[src/rtl/sem_pkg.sv]
// Package: shared types for the dual-port semaphore bank.
// Assumes: two ports only, so an owner fits in a small enum.
package sem_pkg;

    // Owner of one flag; NONE means the token is free.
    typedef enum logic [1:0] {
        OWN_NONE  = 2'b00,
        OWN_LEFT  = 2'b01,
        OWN_RIGHT = 2'b10
    } owner_e;

    // Per-flag command from one port for one cycle.
    typedef struct packed {
        logic set;   // write of 0: raise request
        logic clr;   // write of 1: drop request
    } flag_cmd_t;

endpackage

[src/rtl/sem_port_decode.sv]
// Module: sem_port_decode
// Turns one port's pins into per-flag request commands and a read strobe.
// Assumes NUM_SEM is a power of two and ADDR_W is wider than the index.
module sem_port_decode
    import sem_pkg::*;
#(
    parameter int ADDR_W  = 12,
    parameter int NUM_SEM = 8,
    localparam int IDX_W  = $clog2(NUM_SEM)
) (
    input  logic              sel,
    input  logic [ADDR_W-1:0] addr,
    input  logic              wr,
    input  logic              wdata,
    input  logic              oe,
    output flag_cmd_t         cmd [NUM_SEM],
    output logic              rd_act,
    output logic [IDX_W-1:0]  rd_idx
);

    logic             wr_hit;
    logic [IDX_W-1:0] idx;
    logic             addr_hi_unused;

    // Index is the low address bits; upper bits are deliberately dropped.
    assign idx            = addr[IDX_W-1:0];
    assign addr_hi_unused = ^addr[ADDR_W-1:IDX_W];
    assign wr_hit         = sel && wr;

    // Read is active when selected with output enable and no write.
    assign rd_act = sel && oe && !wr;
    assign rd_idx = idx;

    // One command slot per flag, chosen by the decoded index.
    for (genvar k = 0; k < NUM_SEM; k++) begin : g_cmd
        assign cmd[k].set = wr_hit && (idx == IDX_W'(k)) && !wdata;
        assign cmd[k].clr = wr_hit && (idx == IDX_W'(k)) &&  wdata;
    end

endmodule

[src/rtl/sem_flag.sv]
// Module: sem_flag
// One semaphore: a request latch per side plus an owner register.
// The owner keeps the token while its latch is set; on release a parked
// request from the other side takes over in the same edge.
// Assumes set and clr from one side are never both high.
module sem_flag
    import sem_pkg::*;
#(
    parameter bit TIE_ALT = 1'b1
) (
    input  logic      clk,
    input  logic      rst_n,
    input  flag_cmd_t l_cmd,
    input  flag_cmd_t r_cmd,
    output logic      own_l,
    output logic      own_r,
    output logic      req_l,
    output logic      req_r
);

    logic   req_l_q, req_r_q, req_l_d, req_r_d;
    owner_e owner_q, owner_d;
    logic   tie_q;      // 1: next tie goes to right
    logic   tie_hit;    // a tie is resolved this cycle

    // Next value of each side's request latch.
    always_comb begin
        req_l_d = l_cmd.set ? 1'b1 : (l_cmd.clr ? 1'b0 : req_l_q);
        req_r_d = r_cmd.set ? 1'b1 : (r_cmd.clr ? 1'b0 : req_r_q);
    end

    // Ownership: keep, hand off to a pending side, or grant a free flag.
    always_comb begin
        owner_d = owner_q;
        tie_hit = 1'b0;
        unique case (owner_q)
            OWN_LEFT:  owner_d = req_l_d ? OWN_LEFT  : (req_r_d ? OWN_RIGHT : OWN_NONE);
            OWN_RIGHT: owner_d = req_r_d ? OWN_RIGHT : (req_l_d ? OWN_LEFT  : OWN_NONE);
            default: begin
                if (req_l_d && req_r_d) begin
                    tie_hit = 1'b1;
                    owner_d = tie_q ? OWN_RIGHT : OWN_LEFT;
                end else if (req_l_d) begin
                    owner_d = OWN_LEFT;
                end else if (req_r_d) begin
                    owner_d = OWN_RIGHT;
                end else begin
                    owner_d = OWN_NONE;
                end
            end
        endcase
    end

    // State registers for latches and owner.
    always_ff @(posedge clk) begin
        if (!rst_n) begin
            req_l_q <= 1'b0;
            req_r_q <= 1'b0;
            owner_q <= OWN_NONE;
        end else begin
            req_l_q <= req_l_d;
            req_r_q <= req_r_d;
            owner_q <= owner_d;
        end
    end

    // Tie-break variant picked by parameter.
    if (TIE_ALT) begin : g_tie_alt
        // Alternating winner: flip after each resolved tie.
        always_ff @(posedge clk) begin
            if (!rst_n) begin
                tie_q <= 1'b0;
            end else if (tie_hit) begin
                tie_q <= !tie_q;
            end
        end
    end else begin : g_tie_fixed
        assign tie_q = 1'b0;
    end

    assign own_l = (owner_q == OWN_LEFT);
    assign own_r = (owner_q == OWN_RIGHT);
    assign req_l = req_l_q;
    assign req_r = req_r_q;

endmodule

[src/rtl/sem_read_port.sv]
// Module: sem_read_port
// Output register of one port. Captures the addressed flag on the first
// active read cycle, holds it while the read stays active, and returns to
// all ones when idle.
// Assumes own_vec is this side's ownership view (1 = this side owns).
module sem_read_port #(
    parameter int NUM_SEM = 8,
    parameter int DATA_W  = 36,
    localparam int IDX_W  = $clog2(NUM_SEM)
) (
    input  logic               clk,
    input  logic               rst_n,
    input  logic               rd_act,
    input  logic [IDX_W-1:0]   rd_idx,
    input  logic [NUM_SEM-1:0] own_vec,
    output logic [DATA_W-1:0]  rdata
);

    logic act_q;

    // Capture on read start, hold during read, park at all ones otherwise.
    always_ff @(posedge clk) begin
        if (!rst_n) begin
            act_q <= 1'b0;
            rdata <= '1;
        end else begin
            act_q <= rd_act;
            if (rd_act && !act_q) begin
                rdata <= {DATA_W{!own_vec[rd_idx]}};
            end else if (!rd_act) begin
                rdata <= '1;
            end
        end
    end

endmodule

[src/rtl/sem_bank.sv]
// Module: sem_bank (top)
// Bank of NUM_SEM dual-port semaphore flags. Each port decodes its own
// commands; every flag arbitrates between the two sides; each port owns
// a capture register for reads.
// Assumes a single clock and synchronous active-low reset.
module sem_bank
    import sem_pkg::*;
#(
    parameter int ADDR_W  = 12,
    parameter int DATA_W  = 36,
    parameter int NUM_SEM = 8,
    parameter bit TIE_ALT = 1'b1,
    localparam int IDX_W  = $clog2(NUM_SEM)
) (
    input  logic              clk,
    input  logic              rst_n,
    input  logic              l_sel,
    input  logic [ADDR_W-1:0] l_addr,
    input  logic              l_wr,
    input  logic              l_wdata,
    input  logic              l_oe,
    output logic [DATA_W-1:0] l_rdata,
    input  logic              r_sel,
    input  logic [ADDR_W-1:0] r_addr,
    input  logic              r_wr,
    input  logic              r_wdata,
    input  logic              r_oe,
    output logic [DATA_W-1:0] r_rdata
);

    flag_cmd_t          l_cmd [NUM_SEM];
    flag_cmd_t          r_cmd [NUM_SEM];
    logic               l_rd_act, r_rd_act;
    logic [IDX_W-1:0]   l_rd_idx, r_rd_idx;
    logic [NUM_SEM-1:0] own_l_vec, own_r_vec;
    logic [NUM_SEM-1:0] req_l_vec, req_r_vec;

    // Left port decode.
    sem_port_decode #(.ADDR_W(ADDR_W), .NUM_SEM(NUM_SEM)) u_dec_l (
        .sel(l_sel), .addr(l_addr), .wr(l_wr), .wdata(l_wdata), .oe(l_oe),
        .cmd(l_cmd), .rd_act(l_rd_act), .rd_idx(l_rd_idx)
    );

    // Right port decode.
    sem_port_decode #(.ADDR_W(ADDR_W), .NUM_SEM(NUM_SEM)) u_dec_r (
        .sel(r_sel), .addr(r_addr), .wr(r_wr), .wdata(r_wdata), .oe(r_oe),
        .cmd(r_cmd), .rd_act(r_rd_act), .rd_idx(r_rd_idx)
    );

    // One arbitrated flag per index.
    for (genvar k = 0; k < NUM_SEM; k++) begin : g_flag
        sem_flag #(.TIE_ALT(TIE_ALT)) u_flag (
            .clk(clk), .rst_n(rst_n),
            .l_cmd(l_cmd[k]), .r_cmd(r_cmd[k]),
            .own_l(own_l_vec[k]), .own_r(own_r_vec[k]),
            .req_l(req_l_vec[k]), .req_r(req_r_vec[k])
        );
    end

    // Left read capture.
    sem_read_port #(.NUM_SEM(NUM_SEM), .DATA_W(DATA_W)) u_rd_l (
        .clk(clk), .rst_n(rst_n), .rd_act(l_rd_act), .rd_idx(l_rd_idx),
        .own_vec(own_l_vec), .rdata(l_rdata)
    );

    // Right read capture.
    sem_read_port #(.NUM_SEM(NUM_SEM), .DATA_W(DATA_W)) u_rd_r (
        .clk(clk), .rst_n(rst_n), .rd_act(r_rd_act), .rd_idx(r_rd_idx),
        .own_vec(own_r_vec), .rdata(r_rdata)
    );

endmodule

[config.mk]
export PLATFORM = sky130hd
export DESIGN_NAME = sem_bank
export DESIGN_NICKNAME = d
export VERILOG_FILES = /design/src/rtl/sem_pkg.sv /design/src/rtl/sem_port_decode.sv /design/src/rtl/sem_flag.sv /design/src/rtl/sem_read_port.sv /design/src/rtl/sem_bank.sv
export SDC_FILE = /design/constraint.sdc
export NUM_CORES = 1
export LEC_CHECK = 0
export BUFFER_PORTS_ARGS = -buffer_cell sky130_fd_sc_hd__buf_2
export CAP_MARGIN = 20
export CORE_MARGIN = 2
export CORE_UTILIZATION = 30
export DETAILED_ROUTE_END_ITERATION = 12
export PLACE_DENSITY_LB_ADDON = 0.1
export SYNTH_ARGS = -nofsm -noshare
export SYNTH_HDL_FRONTEND = slang
export SYNTH_SLANG_ARGS = --single-unit
[constraint.sdc]
create_clock -name clk -period 1.75 [get_ports clk]
set_clock_uncertainty 0.1 [all_clocks]
set_input_delay 0.2625 -clock clk [delete_from_list [all_inputs] [get_ports clk]]
set_output_delay 0.2625 -clock clk [all_outputs]
set_load 0.01 [all_outputs]
==> metrics.txt, run 1 <==
status=completed; Worst path max stage delay=slightly below 500 ps; CTS Root Cell=clkbuf_8; FMAX=0.596 GHz; Internal=1430 uW; Tot GR Track Use=11.8%; sequential share of power=53.5%; CP Cell Sequence=inv_1 -> ha_1 -> mux4_2 -> mux2_2 -> o211ai_2; switching power=approximately 470 uW; Final setup viols=0; largest net degree at the start of global routing=37; Clk network pwr share=37.2%; clock sink total=44; Yosys cell types=28; number of global-route vias before repair=1868; CP max-delay cell=mux4_2; routability cong.=just under 0.8; CORE AREA=9680 sq um; final setup TNS=0 ps; DP Area=3030 sq um; DRT Pass-1 Iters=4; slew margin rel.=a little over two thirds; CTS Hold Buffers Added=0; crit end category=flop; DR iter-0 viols=46; antenna violations before repair=0; post-DP HPWL=between 4 and 5 mm; first-pass GRT wire length=9.45 mm; Initial Utilization=30.6%; FILL cells=1027; CTS tree=done; CTS Buffer Depth=2; most frequent cells in the layout=buf_2 (87), dfxtp_1 (42), inv_1 (32); routed wire length=6.00 mm; post-route cell area=3150 sq um; Worst-Skew Late Latency=roughly 300 ps; Post-CTS Setup Bufs=0; post-cts resize count=0; H-tree depth=2; Comb pwr share=9.4%; most common cell after layout, fill and taps aside=buf_2; Die Area=10700 sq um; Leak Pwr=0.00120 uW; CP top delay family=multiplexers; num ports=~110; # rows=36; CP required=roughly 1900 ps; max-slew violations=0; CP bufs+invs=1; max-cap viol count=0; antenna fix cells=0; Die Y=103 microns; Worst setup SP type=flop; maximum VDD drop=0.000305 V; CTS buffer count=5; number of synthesized register bits=between 40 and 50; share of cells above drive strength 1=between 40% and 50%; DRT antenna net count=0; Sw Ratio=24.8%; Net count, final=approximately 400; Post-Syn Area=2970 sq um; Tcrit/Tclk final=between 90% and 100%; final hold violations=0; CP Max Fanout=3; Worst-Margin Slew=between 400 and 500 ps; sequential-to-total area share from yosys stat=29.7%; Worst-path clk slew=90 ps; Vias per Instance=roughly 4.5; I/O Buffers=87; Hold WC Path Type=input port to flop; DRC=0; Syn Area/Cell=a little over 9 sq um; WP data arrival=1810 ps; post-route minimum period=around 1700 ps; PD cells=603 nW/um^2; routed vias=2134; die width=103 microns; Cells after Synth=321; RSZ-0062 raised after global routing=false; Ys Warns=0; CP Class=flop to flop; Synth Net Count=371; P&R area growth vs syn=6.20%; total gr overflow=0; Routed wire per std cell=12.7 microns
cells in the mapped netlist:
library cell | count | area [sq um]
and2_1 | 16 | 100
and3_1 | 1 | 6.26
and4b_1 | 2 | 20.0
buf_2 | 3 | 15.0
buf_4 | 71 | 533
buf_6 | 2 | 22.5
clkbuf_1 | 3 | 11.3
dfxtp_1 | 44 | 881
ha_1 | 16 | 200
inv_1 | 32 | 120
mux2_2 | 2 | 22.5
mux2i_1 | 8 | 80.1
mux4_2 | 4 | 90.1
nand2_1 | 12 | 45.0
nand2b_1 | 12 | 75.1
nand3_1 | 15 | 75.1
nand3_2 | 2 | 20.0
nand3b_1 | 8 | 60.1
nand3b_4 | 2 | 40.0
nor2_1 | 16 | 60.1
o211ai_1 | 1 | 7.51
o211ai_2 | 1 | 12.5
o21ai_0 | 10 | 50.1
o21ai_1 | 2 | 10.0
o311a_1 | 16 | 160
o31ai_1 | 3 | 22.5
o31ai_2 | 13 | 163
o41ai_2 | 4 | 65.1
registers in the layout (all words and copies together) (netlist names):
name and cells:
u_rd_r.act_q 1, g_flag.u_flag.req_r 8, g_flag.u_flag.tie_q 8, u_rd_l.act_q 1
u_rd_l.rdata 1, g_flag.u_flag.req_l 8, u_rd_r.rdata 1, g_flag.u_flag.owner_q 16
worst reg2reg max path, delay by kind of cell (launching register included):
kind | cells | cell delay [ps]
AO/OA/AOI/OAI | 1 | 120
adder cells (fa/ha/maj) | 1 | 230
buffers and inverters | 1 | 40
flip-flops | 1 | 340
multiplexers | 2 | 780
power groups by stage:
stage	logic [uW]	registers [uW]	clock network [uW]
after global routing	198	1020	777
after detailed placement	180	1040	0
after floorplan	124	1040	0
final	178	1020	707
after global placement	178	1040	0
after CTS	181	1020	739
layer usage:
metal	up-vias	global-route usage, %	share of wire [%]
met1	975	15.2	48
met4	0	3.34	1.2
met5	-	0	0
met2	90	19.8	45
met3	5	2.62	6.7
li1	1064	-	-
cell families (layout without fill, tap and decap cells):
family / count (synthesis) / in the layout / synth area share (%)
AO/OA/AOI/OAI: 50 / 50 / 16.5
multiplexers: 14 / 14 / 6.49
flip-flops: 44 / 44 / 29.7
buffers and inverters: 111 / 130 / 23.7
adder cells (fa/ha/maj): 16 / 16 / 6.75
AND/OR/NAND/NOR: 86 / 86 / 16.9
layout make-up:
cell class | instances | area (sq um) | share of cell area [%]
sequential | 44 | 883 | 28.0
tap | 133 | 166 | 5.28
multi-input combinational | 166 | 1410 | 44.7
timing repair buffer | 91 | 478 | 15.2
inverter | 32 | 120 | 3.81
clock buffer | 7 | 96.3 | 3.06
through the flow:
stage / cells / util (%) / hold slack [ps] / total power (uW) / worst slack, ps
2_1_floorplan: 321 / - / 314 / 1160 / 190
3_3_place_gp: 466 / 31.3 / 355 / 1220 / 52.3
3_5_place_dp: 466 / 31.3 / 361 / 1220 / 38.0
4_1_cts: 473 / 32.3 / 166 / 1940 / 20.3
5_1_grt: 473 / 32.5 / 174 / 1990 / 0.824
6_report: 473 / 32.5 / 168 / 1900 / 71.2
path summary, 6_finish.rpt:
path                               start                to  slack [ps]  depth (start not counted)
min reg2reg                 u_rd_l.act_q  u_rd_l.rdata[34]         370                          1
max reg2reg  g_flag[3].u_flag.owner_q[0]  u_rd_r.rdata[34]          70                          5
min                                 l_oe      u_rd_l.act_q         170                          2
max          g_flag[3].u_flag.owner_q[0]  u_rd_r.rdata[34]          70                          5
(Power assumes the default switching activity.)
==> run 2, diff against run 1 <==
--- a/config.mk
+++ b/config.mk
@@ -6,7 +6,6 @@
 export NUM_CORES = 1
 export LEC_CHECK = 0
 export BUFFER_PORTS_ARGS = -buffer_cell sky130_fd_sc_hd__buf_2
-export CAP_MARGIN = 20
 export CORE_MARGIN = 2
 export CORE_UTILIZATION = 30
 export DETAILED_ROUTE_END_ITERATION = 12
==> constraint.sdc (replaced) <==
create_clock -name clk -period 1.85 [get_ports clk]
set_clock_uncertainty 0.1 [all_clocks]
set_input_delay 0.2775 -clock clk [delete_from_list [all_inputs] [get_ports clk]]
set_output_delay 0.2775 -clock clk [all_outputs]
set_load 0.01 [all_outputs]
==> run 2 against run 1 <==
Maximum frequency down 1.9%. Critical path depth unchanged. Flip-flop and latch count is the same. Sequential power down 6%. Worst hold slack gained 18 ps. Routed wire length decreased by 3.2%. First-iteration DRC count up 2.2%. Non-clock buffer count unchanged. Core utilization shrank 0.58 points. Combinational power is 8% lower. Register-to-register slack improved by 70 ps. Critical path type unchanged. Critical endpoint unchanged. Largest cell class unchanged.
==> metrics.txt, run 2 (synthesis results as in run 1) <==
Post-CTS Setup Bufs=0; max-slew violations=0; Finished Core Util=between 30% and 40%; CTS tree=done; clock sink total=44; post-DP HPWL=~4.4 mm; hold path startpoint=l_oe; first-pass GRT wire length=9.68 mm; Die Y=103 microns; total gr overflow=0; PD cells=552 nW/um^2; Min Hold Slack=185 ps; met2 usage=20.0%; Worst setup SP type=flop; P&R area growth vs syn=4.30%; RSZ-0062 raised after global routing=false; CORE AREA=approximately 9700 sq um; GR Util met1=15.2%; busiest grt layer=met2; H-tree depth=2; Leak Pwr=roughly 0.0012 uW; Initial Utilization=a little over 30%; final setup TNS=0 ps; DRT antenna net count=0; CP required=1980 ps; status=completed; max reg flops=16; Tot GR Track Use=a little under an eighth; FILL cells=~1000; maximum VDD drop=0.000235 V; Hold EP=u_rd_l.act_q; DRC=0; max-cap viol count=0; CTS Buffer Depth=2; Reg-to-Reg End=u_rd_r.rdata[34]; Die Area=10700 sq um; antenna fix cells=0; antenna violations before repair=0; post-route minimum period=1710 ps; crit end category=flop; largest net degree at the start of global routing=37; DP Area=3020 sq um; Setup WS post-layout=139 ps; most common cell after layout, fill and taps aside=buf_2; Final setup viols=0; Placement Setup Slack=~140 ps; # rows=36; DRT Pass-1 Iters=6; final hold violations=0; share of cells above drive strength 1=36.8%; DR iter-0 viols=47; WP data arrival=1840 ps; num ports=106; Worst-Margin Slew=536 ps; CTS buffer count=5; number of global-route vias before repair=between 1.5k and 2k; Worst-path clk slew=80 ps; CTS Root Cell=clkbuf_8; CP Class=flop to flop; hold depth=2; routability cong.=0.741; CP Max Fanout=3; I/O Buffers=87; CP bufs+invs=1; CP top delay family=multiplexers; CP max-delay cell=mux4_2; FMAX=0.584 GHz; Worst-Skew Late Latency=about 300 ps; flop-to-flop setup slack=between 100 and 150 ps; CP Cell Sequence=inv_1 -> ha_1 -> mux4_2 -> mux2_2 -> o211ai_2; R2R depth=5; Routed wire per std cell=12.3 microns; Vias per Instance=4.45; post-cts resize count=0; Hold WC Path Type=input port to flop; routed wire length=slightly below 6 mm; Tcrit/Tclk final=between 90% and 100%; die width=103 microns; Worst path max stage delay=480 ps; reg2reg start=g_flag[7].u_flag.owner_q[0]; Net count, final=390; post-route cell area=3100 sq um; most frequent cells in the layout=buf_2 (87), dfxtp_1 (44), inv_1 (32); slew margin rel.=between 60% and 70%; routed vias=2106; GRT met3 Usage=2.55%; register with the most flip-flops=g_flag.u_flag.owner_q; CTS Hold Buffers Added=0
==> run 2: changes by cell type in the layout (fill, tap and decap cells not counted), moves of 2 or more <==
cell      before  now
clkbuf_8       7    5
dfxtp_1       42   44
dfxtp_2        2    0
ha_1           7   16
ha_2           9    0
==> run 2: power breakdown <==
part | internal, uW | switching (uW)
clock | 258 | 329
combinational | 57.0 | 106
sequential | 956 | 4.12
total | 1270 | 438
==> run 2: layout make-up <==
cell class / count / area (sq um) / area share, %
tap: 133 / 166 / 5.38
sequential: 44 / 881 / 28.5
timing repair buffer: 91 / 465 / 15.0
clock buffer: 6 / 72.6 / 2.34
inverter: 32 / 120 / 3.88
multi-input combinational: 166 / 1390 / 44.7
clock inverter: 1 / 5.00 / 0.162
==> run 2: worst max-delay path by stage <==
stage | startpoint | to | slack, ps | depth (start not counted)
floorplan | g_flag[7].u_flag.owner_q[0] | u_rd_r.rdata[34] | 290 | 5
global placement | g_flag[3].u_flag.owner_q[1] | u_rd_l.rdata[34] | 150 | 5
detailed placement | r_addr[1] | u_rd_r.rdata[34] | 140 | 4
CTS | g_flag[7].u_flag.owner_q[0] | u_rd_r.rdata[34] | 120 | 5
global route | g_flag[7].u_flag.owner_q[0] | u_rd_r.rdata[34] | 40 | 5
finish | g_flag[7].u_flag.owner_q[0] | u_rd_r.rdata[34] | 140 | 5
==> run 2: stage by stage <==
| step | total power (uW) | std cells |
|---|---|---|
| after global routing | 1800 | 473 |
| after detailed placement | 1150 | 466 |
| after global placement | 1150 | 466 |
| after floorplan | 1100 | 321 |
| final | 1710 | 473 |
| after CTS | 1740 | 473 |
==> run 2: layer usage <==
metal	part of all wire (%)	vias to the layer above
li1	-	1065
met1	49	951
met2	44	85
met3	6.0	5
met4	1.3	0
met5	0	-
